===== src/rtl/adc_seq_pkg.sv =====
// Shared widths, group record and code decoders for the conversion sequencer.
// Assumes result data is 12 bits wide and channel numbers fit in 5 bits.
package adc_seq_pkg;
    localparam int RES_W = 12;
    localparam int CNT_W = 6;
    localparam int CH_W  = 5;

    typedef struct packed {
        logic [CH_W-1:0] chan;
        logic            ie;
    } grp_cfg_t;

    // Sample length in converter clocks for a code and mode.
    function automatic logic [CNT_W-1:0] smp_clocks(input logic [1:0] code, input logic lng);
        logic [CNT_W-1:0] step;
        step = {{(CNT_W-4){1'b0}}, code, 2'b00};
        if (lng)
            return CNT_W'(12) + step;
        else
            return CNT_W'(2) + (step >> 1);
    endfunction

    // Result bits for a resolution code; code 3 is treated as 12 bits.
    function automatic logic [3:0] res_bits(input logic [1:0] code);
        case (code)
            2'd0:    return 4'd8;
            2'd1:    return 4'd10;
            default: return 4'd12;
        endcase
    endfunction
endpackage


===== src/rtl/adc_clk_div.sv =====
// Converter clock enable generator: one tick every 1, 2, 4 or 8 input cycles.
// Assumes div_code is stable while run is high; the phase restarts on restart.
module adc_clk_div #(
    parameter int CW = 3
) (
    input  logic       clk,
    input  logic       rst_n,
    input  logic       run,
    input  logic       restart,
    input  logic [1:0] div_code,
    output logic       tick
);
    logic [CW-1:0] cnt;
    logic [CW-1:0] lim;

    assign lim  = CW'((1 << div_code) - 1);
    assign tick = run && (cnt == lim);

    // Prescaler counter, cleared when idle, on restart and at each tick.
    always_ff @(posedge clk) begin
        if (!rst_n)
            cnt <= '0;
        else if (restart || !run || tick)
            cnt <= '0;
        else
            cnt <= cnt + 1'b1;
    end

    AST_DIV_BOUND: assert property (@(posedge clk) disable iff (!rst_n)
        (run && $stable(div_code)) |-> (cnt <= lim));
endmodule


===== src/rtl/adc_phase_timer.sv =====
// Counts converter clocks through the sample and conversion phases.
// Assumes both lengths are stable while run is high and their sum is nonzero.
module adc_phase_timer #(
    parameter int CW = 6
) (
    input  logic          clk,
    input  logic          rst_n,
    input  logic          run,
    input  logic          restart,
    input  logic          tick,
    input  logic [CW-1:0] smp_len,
    input  logic [CW-1:0] conv_len,
    output logic          in_sample,
    output logic          last
);
    logic [CW-1:0] cnt;
    logic [CW-1:0] total;

    assign total     = smp_len + conv_len;
    assign last      = tick && (cnt == total - 1'b1);
    assign in_sample = run && (cnt < smp_len);

    // Converter clock counter across both phases.
    always_ff @(posedge clk) begin
        if (!rst_n)
            cnt <= '0;
        else if (restart || !run)
            cnt <= '0;
        else if (tick)
            cnt <= cnt + 1'b1;
    end

    AST_PHASE_BOUND: assert property (@(posedge clk) disable iff (!rst_n)
        (run && $stable(total)) |-> (cnt < total));
endmodule


===== src/rtl/adc_grp_bank.sv =====
// Control group storage plus round-robin pointer for hardware launches.
// Assumes writes may target any group at any time; adv pulses once per launch.
module adc_grp_bank
    import adc_seq_pkg::*;
#(
    parameter int NGRP = 4,
    parameter int GW   = $clog2(NGRP)
) (
    input  logic            clk,
    input  logic            rst_n,
    input  logic            wr,
    input  logic [GW-1:0]   wr_idx,
    input  logic [CH_W-1:0] wr_chan,
    input  logic            wr_ie,
    input  logic [GW-1:0]   rd_idx,
    output logic [CH_W-1:0] rd_chan,
    output logic            rd_ie,
    input  logic            adv,
    output logic [GW-1:0]   ptr
);
    grp_cfg_t regs [NGRP];

    for (genvar g = 0; g < NGRP; g++) begin : g_grp
        // Holds one group's channel and interrupt enable.
        always_ff @(posedge clk) begin
            if (!rst_n)
                regs[g] <= '0;
            else if (wr && (wr_idx == GW'(g)))
                regs[g] <= '{chan: wr_chan, ie: wr_ie};
        end
    end

    assign rd_chan = regs[rd_idx].chan;
    assign rd_ie   = regs[rd_idx].ie;

    // Round-robin pointer stepping on each hardware launch.
    always_ff @(posedge clk) begin
        if (!rst_n)
            ptr <= '0;
        else if (adv)
            ptr <= (ptr == GW'(NGRP - 1)) ? '0 : ptr + 1'b1;
    end
endmodule


===== src/rtl/adc_seq_ctrl.sv =====
// Top of the conversion sequencer: launch, abort, completion and relaunch control.
// Assumes configuration inputs stay stable during a conversion and adc_result is
// valid in the cycle where the last converter clock of a conversion ends.
module adc_seq_ctrl
    import adc_seq_pkg::*;
#(
    parameter int NGRP = 4,
    parameter int GW   = $clog2(NGRP)
) (
    input  logic             clk,
    input  logic             rst_n,
    input  logic             cfg_hwtrig,
    input  logic             cfg_cont,
    input  logic             cfg_long,
    input  logic [1:0]       cfg_smp,
    input  logic [1:0]       cfg_div,
    input  logic [1:0]       cfg_res,
    input  logic             grp_wr,
    input  logic [GW-1:0]    grp_wr_idx,
    input  logic [CH_W-1:0]  grp_wr_chan,
    input  logic             grp_wr_ie,
    input  logic             hw_trig,
    input  logic [RES_W-1:0] adc_result,
    output logic             busy,
    output logic             in_sample,
    output logic [GW-1:0]    act_grp,
    output logic [CH_W-1:0]  act_chan,
    output logic             done,
    output logic [GW-1:0]    done_grp,
    output logic [CH_W-1:0]  done_chan,
    output logic [RES_W-1:0] done_data,
    output logic             done_irq
);
    logic             tick, last, act_ie;
    logic [GW-1:0]    rr_ptr;
    logic [3:0]       nbits;
    logic [CNT_W-1:0] smp_len, conv_len;
    logic             start_sw, start_hw, abort_hw, finish, restart;

    assign nbits    = res_bits(cfg_res);
    assign smp_len  = smp_clocks(cfg_smp, cfg_long);
    assign conv_len = CNT_W'(nbits) + CNT_W'(2);

    assign start_sw = !cfg_hwtrig && grp_wr && (grp_wr_idx == '0);
    assign start_hw = cfg_hwtrig && hw_trig && !busy;
    assign abort_hw = cfg_hwtrig && busy && grp_wr && (grp_wr_idx == act_grp);
    assign finish   = busy && last && !abort_hw && !start_sw;
    assign restart  = start_sw || start_hw || (finish && cfg_cont);

    adc_clk_div #(.CW(3)) u_div (
        .clk(clk), .rst_n(rst_n), .run(busy), .restart(restart),
        .div_code(cfg_div), .tick(tick)
    );

    adc_phase_timer #(.CW(CNT_W)) u_tmr (
        .clk(clk), .rst_n(rst_n), .run(busy), .restart(restart), .tick(tick),
        .smp_len(smp_len), .conv_len(conv_len), .in_sample(in_sample), .last(last)
    );

    adc_grp_bank #(.NGRP(NGRP), .GW(GW)) u_bank (
        .clk(clk), .rst_n(rst_n), .wr(grp_wr), .wr_idx(grp_wr_idx),
        .wr_chan(grp_wr_chan), .wr_ie(grp_wr_ie), .rd_idx(act_grp),
        .rd_chan(act_chan), .rd_ie(act_ie), .adv(start_hw), .ptr(rr_ptr)
    );

    // Activity and owning group: launch, abort and end of a conversion.
    always_ff @(posedge clk) begin
        if (!rst_n) begin
            busy    <= 1'b0;
            act_grp <= '0;
        end else if (start_sw) begin
            busy    <= 1'b1;
            act_grp <= '0;
        end else if (start_hw) begin
            busy    <= 1'b1;
            act_grp <= rr_ptr;
        end else if (abort_hw) begin
            busy    <= 1'b0;
        end else if (finish && !cfg_cont) begin
            busy    <= 1'b0;
        end
    end

    // Completion strobe and captured result fields.
    always_ff @(posedge clk) begin
        if (!rst_n) begin
            done      <= 1'b0;
            done_irq  <= 1'b0;
            done_grp  <= '0;
            done_chan <= '0;
            done_data <= '0;
        end else begin
            done     <= finish;
            done_irq <= finish && act_ie;
            if (finish) begin
                done_grp  <= act_grp;
                done_chan <= act_chan;
                done_data <= adc_result >> (4'(RES_W) - nbits);
            end
        end
    end

    AST_SW_GROUP0: assert property (@(posedge clk) disable iff (!rst_n)
        (!busy && !cfg_hwtrig && !(grp_wr && grp_wr_idx == '0)) |=> !busy);
    AST_HW_START: assert property (@(posedge clk) disable iff (!rst_n)
        (!busy && cfg_hwtrig && hw_trig) |=> (busy && act_grp == $past(rr_ptr)));
    AST_TRIG_IGNORED: assert property (@(posedge clk) disable iff (!rst_n)
        (busy && cfg_hwtrig && hw_trig) |=> $stable(rr_ptr));
    AST_ABORT_QUIET: assert property (@(posedge clk) disable iff (!rst_n)
        (busy && cfg_hwtrig && grp_wr && grp_wr_idx == act_grp) |=> (!busy && !done));
    AST_DONE_ONE: assert property (@(posedge clk) disable iff (!rst_n)
        done |=> !done);
    AST_IRQ_GATE: assert property (@(posedge clk) disable iff (!rst_n)
        done_irq |-> done);
    AST_CONT_HOLD: assert property (@(posedge clk) disable iff (!rst_n)
        done |-> (busy == $past(cfg_cont)));
endmodule


===== config.mk =====
export PLATFORM = sky130hd
export DESIGN_NAME = adc_seq_ctrl
export DESIGN_NICKNAME = d
export VERILOG_FILES = /design/src/rtl/adc_seq_pkg.sv /design/src/rtl/adc_clk_div.sv /design/src/rtl/adc_phase_timer.sv /design/src/rtl/adc_grp_bank.sv /design/src/rtl/adc_seq_ctrl.sv
export SDC_FILE = /design/constraint.sdc
export NUM_CORES = 1
export LEC_CHECK = 0
export BUFFER_PORTS_ARGS = -buffer_cell sky130_fd_sc_hd__buf_4
export CAP_MARGIN = 20
export CORE_AREA = 2 2 122 77
export DETAILED_ROUTE_END_ITERATION = 8
export DIE_AREA = 0 0 124 79
export SLEW_MARGIN = 20
export SYNTH_ARGS = -nofsm -noshare
export SYNTH_HDL_FRONTEND = slang
export SYNTH_SLANG_ARGS = --single-unit
export TNS_END_PERCENT = 10

===== constraint.sdc =====
create_clock -name clk -period 5.8 [get_ports clk]
set_input_delay 0.29 -clock clk [delete_from_list [all_inputs] [get_ports clk]]
set_output_delay 0.29 -clock clk [all_outputs]
set_load 0.02 [all_outputs]

==> flow_results.xml, run 1 <==
<?xml version="1.0" encoding="UTF-8"?>
<metrics>
  <group name="status">
    <metric name="run_status" unit="">completed</metric>
  </group>
  <group name="synthesis">
    <metric name="synth.lib_cells_used.distinct" unit="">41</metric>
    <metric name="ys_seq_elements" unit="">61</metric>
    <metric name="ys_seq_area_frac" unit="">0.4797</metric>
    <metric name="synth.cell_area" unit="um^2">3047</metric>
    <metric name="avgSynthCellArea" unit="um^2">10.80</metric>
    <metric name="yosysWarnings" unit="">0</metric>
    <metric name="postSynthCellCount" unit="">282</metric>
    <metric name="synthesis.nets" unit="">326</metric>
  </group>
  <group name="timing">
    <metric name="final.setup_skew" unit="ns">0.003152</metric>
    <metric name="period_needed" unit="ns">2.843</metric>
    <metric name="max_clock_freq" unit="GHz">0.3518</metric>
    <metric name="timing_max_transition_violations_final" unit="">0</metric>
    <metric name="max_slew_margin" unit="">0.3164</metric>
    <metric name="finalSetupTns" unit="ns">0</metric>
    <metric name="post-route-worst-setup-slack" unit="ns">2.957</metric>
    <metric name="layout_worst_path_cycle_share" unit="">0.4901</metric>
    <metric name="worst_slew_pin_slew" unit="ns">1.015</metric>
    <metric name="unrepaired_setup_endpoints_after_global_routing" unit="">false</metric>
    <metric name="hold_viol_final" unit="">0</metric>
    <metric name="final_setup_violation_count" unit="">0</metric>
  </group>
  <group name="power_and_ir_drop">
    <metric name="p_clk_frac" unit="">0.472</metric>
    <metric name="internal_power" unit="uW">850.6</metric>
    <metric name="powerDensity" unit="nW/um^2">279.4</metric>
    <metric name="power_dissipated_by_switching_net_loads" unit="uW">238.2</metric>
    <metric name="p_leak" unit="nW">1.719</metric>
    <metric name="power.combinational.fraction" unit="">0.097</metric>
    <metric name="sequentialPowerShare" unit="">0.430</metric>
    <metric name="max-vdd-ir-drop" unit="mV">0.1533</metric>
    <metric name="switching_share" unit="">0.2188</metric>
  </group>
  <group name="global_route">
    <metric name="globalRouteMet1Util" unit="">0.2225</metric>
    <metric name="pin_count_of_the_biggest_net_entering_global_routing" unit="">26</metric>
    <metric name="initial_antenna_violation_count" unit="">0</metric>
    <metric name="global_route_wire_length_before_repair" unit="mm">10.85</metric>
    <metric name="gr-max-usage-layer" unit="">met1</metric>
    <metric name="grt_use_met3" unit="">0.05603</metric>
    <metric name="grtUsageTotal" unit="">0.1494</metric>
    <metric name="first_global_vias" unit="">2080</metric>
    <metric name="grt_use_met2" unit="">0.1978</metric>
    <metric name="globalRoute.totalOverflow" unit="">0</metric>
  </group>
  <group name="die">
    <metric name="die_width" unit="um">124</metric>
    <metric name="design.core.area" unit="um^2">8783</metric>
    <metric name="initial_core_utilization" unit="">0.3469</metric>
    <metric name="design.portCount" unit="">63</metric>
    <metric name="floorplan.die.height" unit="um">79</metric>
    <metric name="design.die.area" unit="um^2">9796</metric>
    <metric name="row_count" unit="">27</metric>
  </group>
  <group name="layout">
    <metric name="commonest_non_fill_non_tap_cell_in_the_layout" unit="">buf_4</metric>
    <metric name="antenna_cells" unit="">0</metric>
    <metric name="multiInputGateArea" unit="um^2">1505</metric>
    <metric name="seq_area" unit="um^2">1461</metric>
    <metric name="proportion_of_layout_cells_with_a_drive_suffix_above_1" unit="">0.2629</metric>
    <metric name="final_area" unit="um^2">3896</metric>
    <metric name="commonest_non_fill_non_tap_cells_in_the_layout" unit="">buf_4, nor2_1, dfxtp_1</metric>
    <metric name="n_fill_cell" unit="">830</metric>
    <metric name="post-route-util" unit="">0.4436</metric>
    <metric name="area.growth.synth_to_final" unit="%">27.89</metric>
    <metric name="final_net_count" unit="">389</metric>
  </group>
  <group name="routing">
    <metric name="vias" unit="">2210</metric>
    <metric name="drt_pass1_iterations" unit="">4</metric>
    <metric name="drt_iter0_drc" unit="">135</metric>
    <metric name="antenna_left" unit="">0</metric>
    <metric name="viasPerCell" unit="">4.742</metric>
    <metric name="drt-wirelength-per-cell" unit="um">14.73</metric>
    <metric name="remaining_drc_errors" unit="">0</metric>
    <metric name="finalWirelength" unit="mm">6.863</metric>
  </group>
  <group name="clock_network">
    <metric name="cts_hold_bufs" unit="">0</metric>
    <metric name="post_cts.repair.setup_buffers" unit="">0</metric>
    <metric name="cts.root.buffer_cell" unit="">clkbuf_16</metric>
    <metric name="htreeDepth" unit="">3</metric>
    <metric name="cts-resized-gates" unit="">0</metric>
    <metric name="ctsLongestPathBuffers" unit="">2</metric>
    <metric name="insertion_delay" unit="ns">0.32</metric>
    <metric name="number_of_cts_inserted_buffers" unit="">9</metric>
    <metric name="clkTransAtPathRegs" unit="ns">0.05</metric>
    <metric name="tritoncts" unit="">yes</metric>
    <metric name="tritoncts_num_sinks" unit="">61</metric>
  </group>
  <group name="worst_setup_path">
    <metric name="worst_setup_path_start_kind" unit="">input port</metric>
    <metric name="cp_data_required_time" unit="ns">6.03</metric>
    <metric name="critPathKind" unit="">in2reg</metric>
    <metric name="critical_path_arrival" unit="ns">3.07</metric>
    <metric name="kind_of_end_point_of_the_critical_path" unit="">flip-flop</metric>
    <metric name="path_max_fanout" unit="">25</metric>
  </group>
  <group name="placed_design">
    <metric name="placement.io_buffers" unit="">62</metric>
    <metric name="final_hpwl_dp" unit="mm">5.022</metric>
    <metric name="dpl-instance-area" unit="um^2">3603</metric>
    <metric name="routabilityCongestion" unit="">0.7534</metric>
    <metric name="dp_worst_setup_slack" unit="ns">2.606</metric>
  </group>
  <group name="job">
    <metric name="cap_violations" unit="">0</metric>
  </group>
  <group name="worst_hold_path">
    <metric name="worst_hold_path_type" unit="">in2reg</metric>
  </group>
</metrics>
-- per-layer routing --
metal / vias up / share of wire
met5: - / 0
met4: 0 / 0.0086
met3: 7 / 0.073
met2: 56 / 0.41
met1: 1022 / 0.51
li1: 1125 / -
-- Yosys cell counts, drive strengths merged --
cell,number,share of area
nand3b,1,0.0025
mux4,6,0.044
nor2,37,0.046
mux2i,28,0.092
o31ai,1,0.0041
xor2,6,0.017
clkbuf,7,0.0086
and4,3,0.0086
nand2b,2,0.0049
nor4b,1,0.0049
nand4,3,0.011
and4bb,1,0.0041
a221oi,1,0.0049
or3,1,0.0021
xnor2,7,0.020
o21a,3,0.0074
nor4,1,0.0070
ha,10,0.041
edfxtp,24,0.24
a21boi,1,0.0062
nor2b,3,0.0062
and3,2,0.0041
inv,6,0.0074
nor3,9,0.015
buf,3,0.0090
nand3,3,0.0049
fa,1,0.0066
o21bai,1,0.0037
and2,26,0.053
a21oi,5,0.0082
clkinv,1,0.0012
o31a,1,0.0029
mux2,1,0.0037
o21ai,15,0.025
or2,4,0.0082
nand2,20,0.025
dfxtp,37,0.24
-- final timing paths --
path,endpoint,slack (ns),cells after the start,start
hold reg to reg,done_data[11]$_SDFFE_PN0N_,0.45,2,done_data[11]$_SDFFE_PN0N_
setup / recovery,done_data[10]$_SDFFE_PN0N_,2.96,11,cfg_smp[0]
hold / removal,busy$_SDFFE_PN0P_,0.26,3,cfg_cont
setup reg to reg,done_data[10]$_SDFFE_PN0N_,3.59,6,u_div.cnt[1]$_SDFF_PP0_
-- flip-flops by register name, indices dropped and copies added (netlist names), named ones only --
signal / count
done_grp: 2
done: 1
busy: 1
done_irq: 1
u_bank.regs: 24
u_bank.ptr: 2
done_data: 12
u_tmr.cnt: 6
act_grp: 2
u_div.cnt: 3
done_chan: 5
-- cells by family (layout without fill, tap and decap cells) --
family	after synthesis	in the layout	share of synthesized area
xor gates and xnor gates	13	13	0.03737
muxes	35	35	0.1400
and+or+nand+nor	117	117	0.2070
buffers and inverters	17	85	0.02628
AOI/OAI and AO/OA	28	28	0.06201
DFF	61	61	0.4797
adders and majority gates	11	11	0.04764
-- critical path, cell delays in order --
cell and delay, ns:
buf_4 0.10, inv_1 0.05, ha_1 0.31, mux2_2 0.31
fa_1 0.44, nor2b_1 0.17, nor3_1 0.10, nor4_4 0.32
nand4_4 0.47, or2_0 0.38, a21oi_1 0.13
-- stage by stage --
step / instances / power, mW / hold slack, ns
finish: 466 / 1.089 / 0.2648
global route: 466 / 1.133 / 0.2641
CTS: 466 / 1.103 / 0.2584
detailed placement: 450 / 0.5829 / 0.4488
global placement: 450 / 0.5814 / 0.4415
floorplan: 282 / 0.5380 / 0.4405
-- power groups by stage --
stage | combinational (mW) | sequential, mW | clock, mW
2_1_floorplan | 0.0637 | 0.474 | 0
3_3_place_gp | 0.105 | 0.476 | 0
3_5_place_dp | 0.106 | 0.477 | 0
4_1_cts | 0.107 | 0.469 | 0.528
5_1_grt | 0.118 | 0.470 | 0.545
6_report | 0.106 | 0.468 | 0.514
-- final cells by class --
type | instances | area share
Tap cell | 116 | 0.03725
Sequential cell | 61 | 0.3751
Clock inverter | 5 | 0.01285
Clock buffer | 11 | 0.06230
Multi-Input combinational cell | 204 | 0.3863
Inverter | 7 | 0.006744
Timing Repair Buffer | 62 | 0.1195
No activity file was read; power rests on OpenSTA's default activity.
==> run 2, diff against run 1 <==
Clock period 5.8 ns to 2.4 ns, I/O delays scaled along.
==> run 2 against run 1 <==
  * Sequential power increased by 140%
  * Worst setup slack got worse by 2.8 ns
  * Critical path depth rose by 1
  * Global-route usage increased by 0.40 points
  * Combinational power rose to 2.6 times the previous value
  * First-iteration DRC count is 5.2% higher
  * Non-clock buffer count rose by 13
  * Design area rose by 3.0%
  * Flip-flop and latch count stayed put
  * Power grew 140%
  * Via count grew 1.7%
  * Critical path type unchanged
  * Largest power group unchanged
  * Highest routed layer unchanged
==> flow_results.xml, run 2 (same netlist as run 1, synthesis figures left out) <==
<?xml version="1.0" encoding="UTF-8"?>
<metrics>
  <group name="status">
    <metric name="run_status" unit="">completed</metric>
  </group>
  <group name="worst_setup_path">
    <metric name="path_max_fanout" unit="">15</metric>
    <metric name="critical_path.max_stage_delay" unit="ns">0.38</metric>
    <metric name="r2r_cells" unit="">7</metric>
    <metric name="critical_path.n_buffers_inverters" unit="">3</metric>
    <metric name="slowest_stage" unit="">fa_2</metric>
    <metric name="regToRegStartpoint" unit="">u_div.cnt[1]$_SDFF_PP0_</metric>
    <metric name="worst_setup_path_start_kind" unit="">input port</metric>
    <metric name="cp_data_required_time" unit="ns">2.65</metric>
    <metric name="list_of_cells_traversed_by_the_critical_path" unit="">buf_4 -&gt; inv_1 -&gt; ha_1 -&gt; mux2_2 -&gt; fa_2 -&gt; xnor2_1 -&gt; o21a_1 -&gt; nor4_4 -&gt; nand4_4 -&gt; buf_12 -&gt; or2_0 -&gt; a21oi_1</metric>
    <metric name="critical_path.top_delay_family" unit="">adder cells</metric>
    <metric name="reg2reg_to" unit="">done_data[10]$_SDFFE_PN0N_</metric>
    <metric name="kind_of_end_point_of_the_critical_path" unit="">flip-flop</metric>
    <metric name="critPathKind" unit="">in2reg</metric>
    <metric name="critical_path_arrival" unit="ns">2.47</metric>
    <metric name="r2r_setup_slack" unit="ns">0.53</metric>
  </group>
  <group name="timing">
    <metric name="timing_max_transition_violations_final" unit="">0</metric>
    <metric name="period_needed" unit="ns">2.213</metric>
    <metric name="max_slew_margin" unit="">0.5045</metric>
    <metric name="max_clock_freq" unit="GHz">0.4519</metric>
    <metric name="worst_slew_pin_slew" unit="ns">0.7376</metric>
    <metric name="final_setup_violation_count" unit="">0</metric>
    <metric name="layout_worst_path_cycle_share" unit="">0.9219</metric>
    <metric name="whs" unit="ns">0.09185</metric>
    <metric name="post-route-worst-setup-slack" unit="ns">0.1873</metric>
    <metric name="finalSetupTns" unit="ns">0</metric>
    <metric name="final.setup_skew" unit="ns">0.005193</metric>
    <metric name="hold_viol_final" unit="">0</metric>
    <metric name="unrepaired_setup_endpoints_after_global_routing" unit="">false</metric>
  </group>
  <group name="clock_network">
    <metric name="post_cts.repair.setup_buffers" unit="">0</metric>
    <metric name="insertion_delay" unit="ns">0.32</metric>
    <metric name="tritoncts" unit="">yes</metric>
    <metric name="number_of_cts_inserted_buffers" unit="">9</metric>
    <metric name="tritoncts_num_sinks" unit="">61</metric>
    <metric name="htreeDepth" unit="">3</metric>
    <metric name="cts.root.buffer_cell" unit="">clkbuf_16</metric>
    <metric name="clkTransAtPathRegs" unit="ns">0.05</metric>
    <metric name="ctsLongestPathBuffers" unit="">2</metric>
  </group>
  <group name="routing">
    <metric name="remaining_drc_errors" unit="">0</metric>
    <metric name="top_signal_layer_used" unit="">met4</metric>
    <metric name="finalWirelength" unit="mm">6.946</metric>
    <metric name="viasPerCell" unit="">4.691</metric>
    <metric name="antenna_left" unit="">0</metric>
    <metric name="vias" unit="">2247</metric>
    <metric name="drt-wirelength-per-cell" unit="um">14.50</metric>
    <metric name="drt_iter0_drc" unit="">142</metric>
    <metric name="drt_pass1_iterations" unit="">4</metric>
    <metric name="metal1_wirelength" unit="mm">3.572</metric>
    <metric name="met3_wirelength" unit="um">457</metric>
    <metric name="wl_met2" unit="mm">2.843</metric>
  </group>
  <group name="power_and_ir_drop">
    <metric name="report.power.total" unit="mW">2.647</metric>
    <metric name="p_leak" unit="nW">1.790</metric>
    <metric name="max-vdd-ir-drop" unit="mV">0.3429</metric>
    <metric name="powerDensity" unit="nW/um^2">659.9</metric>
  </group>
  <group name="job">
    <metric name="cap_violations" unit="">0</metric>
  </group>
  <group name="die">
    <metric name="design.core.area" unit="um^2">8783</metric>
    <metric name="row_count" unit="">27</metric>
    <metric name="die_width" unit="um">124</metric>
    <metric name="design.portCount" unit="">63</metric>
    <metric name="floorplan.die.height" unit="um">79</metric>
    <metric name="design.die.area" unit="um^2">9796</metric>
    <metric name="initial_core_utilization" unit="">0.3469</metric>
  </group>
  <group name="worst_hold_path">
    <metric name="number_of_cells_on_the_worst_hold_path" unit="">2</metric>
    <metric name="hold_end" unit="">u_bank.regs[0][1]$_SDFFCE_PN0P_</metric>
    <metric name="timing.hold.worst.start" unit="">grp_wr_chan[0]</metric>
    <metric name="worst_hold_path_type" unit="">in2reg</metric>
  </group>
  <group name="global_route">
    <metric name="initial_antenna_violation_count" unit="">0</metric>
    <metric name="global_route_wire_length_before_repair" unit="mm">11.24</metric>
    <metric name="first_global_vias" unit="">2167</metric>
    <metric name="globalRoute.totalOverflow" unit="">0</metric>
    <metric name="pin_count_of_the_biggest_net_entering_global_routing" unit="">24</metric>
    <metric name="grtUsageTotal" unit="">0.1534</metric>
  </group>
  <group name="layout">
    <metric name="n_fill_cell" unit="">853</metric>
    <metric name="proportion_of_layout_cells_with_a_drive_suffix_above_1" unit="">0.2948</metric>
    <metric name="commonest_non_fill_non_tap_cell_in_the_layout" unit="">buf_4</metric>
    <metric name="seq_area" unit="um^2">1461</metric>
    <metric name="post-route-util" unit="">0.4567</metric>
    <metric name="final_net_count" unit="">402</metric>
    <metric name="top_regs" unit="">u_bank.regs x24, done_data x12, u_tmr.cnt x6</metric>
    <metric name="antenna_cells" unit="">0</metric>
    <metric name="area.growth.synth_to_final" unit="%">31.66</metric>
    <metric name="commonest_non_fill_non_tap_cells_in_the_layout" unit="">buf_4, nor2_1, dfxtp_1</metric>
    <metric name="biggest_register" unit="">u_bank.regs</metric>
    <metric name="multiInputGateArea" unit="um^2">1510</metric>
    <metric name="largest_register_ff_count" unit="">24</metric>
  </group>
  <group name="placed_design">
    <metric name="dp_worst_setup_slack" unit="ns">-0.2420</metric>
    <metric name="placement.io_buffers" unit="">62</metric>
    <metric name="routabilityCongestion" unit="">0.7867</metric>
    <metric name="final_hpwl_dp" unit="mm">5.279</metric>
  </group>
</metrics>
## run 2: changes by cell type in the layout (fill, tap and decap cells not counted), sizes merged
| cell | previous run | this run |
|---|---|---|
| buf | 62 | 75 |
## run 2: worst max path at each step
stage                                 end  cells past startpoint       start  slack, ns
2_1_floorplan   done_data[8]$_SDFFE_PN0N_                     11  cfg_smp[0]       0.01
3_3_place_gp   done_data[10]$_SDFFE_PN0N_                     12  cfg_smp[0]      -0.17
3_5_place_dp   done_data[10]$_SDFFE_PN0N_                     12  cfg_smp[0]      -0.24
4_1_cts        done_data[10]$_SDFFE_PN0N_                     12  cfg_smp[0]       0.08
5_1_grt        done_data[10]$_SDFFE_PN0N_                     13  cfg_smp[0]      0.007
6_report       done_data[10]$_SDFFE_PN0N_                     12  cfg_smp[0]       0.19
## run 2: final cells by class
cell class / instances / share of cell area
sequential: 61 / 0.3643
inverter: 7 / 0.006550
multi-input combinational: 204 / 0.3765
tap: 116 / 0.03618
clock buffer: 11 / 0.06051
timing repair buffer: 75 / 0.1435
clock inverter: 5 / 0.01248
## run 2: repair_timing
action / 4_1_cts / 5_1_grt
resized for setup: 0 / 2
endpoints found under the setup margin: 0 / 20
hold buffers: 0 / 0
## run 2: metrics by stage
| stage | instance area [um^2] | std cells |
|---|---|---|
| after floorplan | 3048 | 282 |
| after global placement | 3714 | 463 |
| after detailed placement | 3714 | 463 |
| after CTS | 4006 | 479 |
| after global routing | 4011 | 479 |
| final | 4011 | 479 |
## run 2: power by group
| group | internal [mW] | total [mW] | switching (mW) |
|---|---|---|---|
| sequential | 1.11 | 1.13 | 0.0164 |
| combinational | 0.134 | 0.274 | 0.140 |
| clock | 0.821 | 1.24 | 0.421 |
## run 2: worst register-to-register path: cells and delay by family, from the launching register on
kind                   cells  cell delay [ns]
buffers and inverters      1             0.19
AND/OR/NAND/NOR            3             0.68
AO/OA/AOI/OAI              3             0.58
flip-flops                 1             0.34
## run 2: metal layers
metal | vias up | global-route usage
li1 | 1149 | -
met1 | 1032 | 0.2238
met2 | 58 | 0.2132
met3 | 8 | 0.05029
met4 | 0 | 0.04719
met5 | - | 0
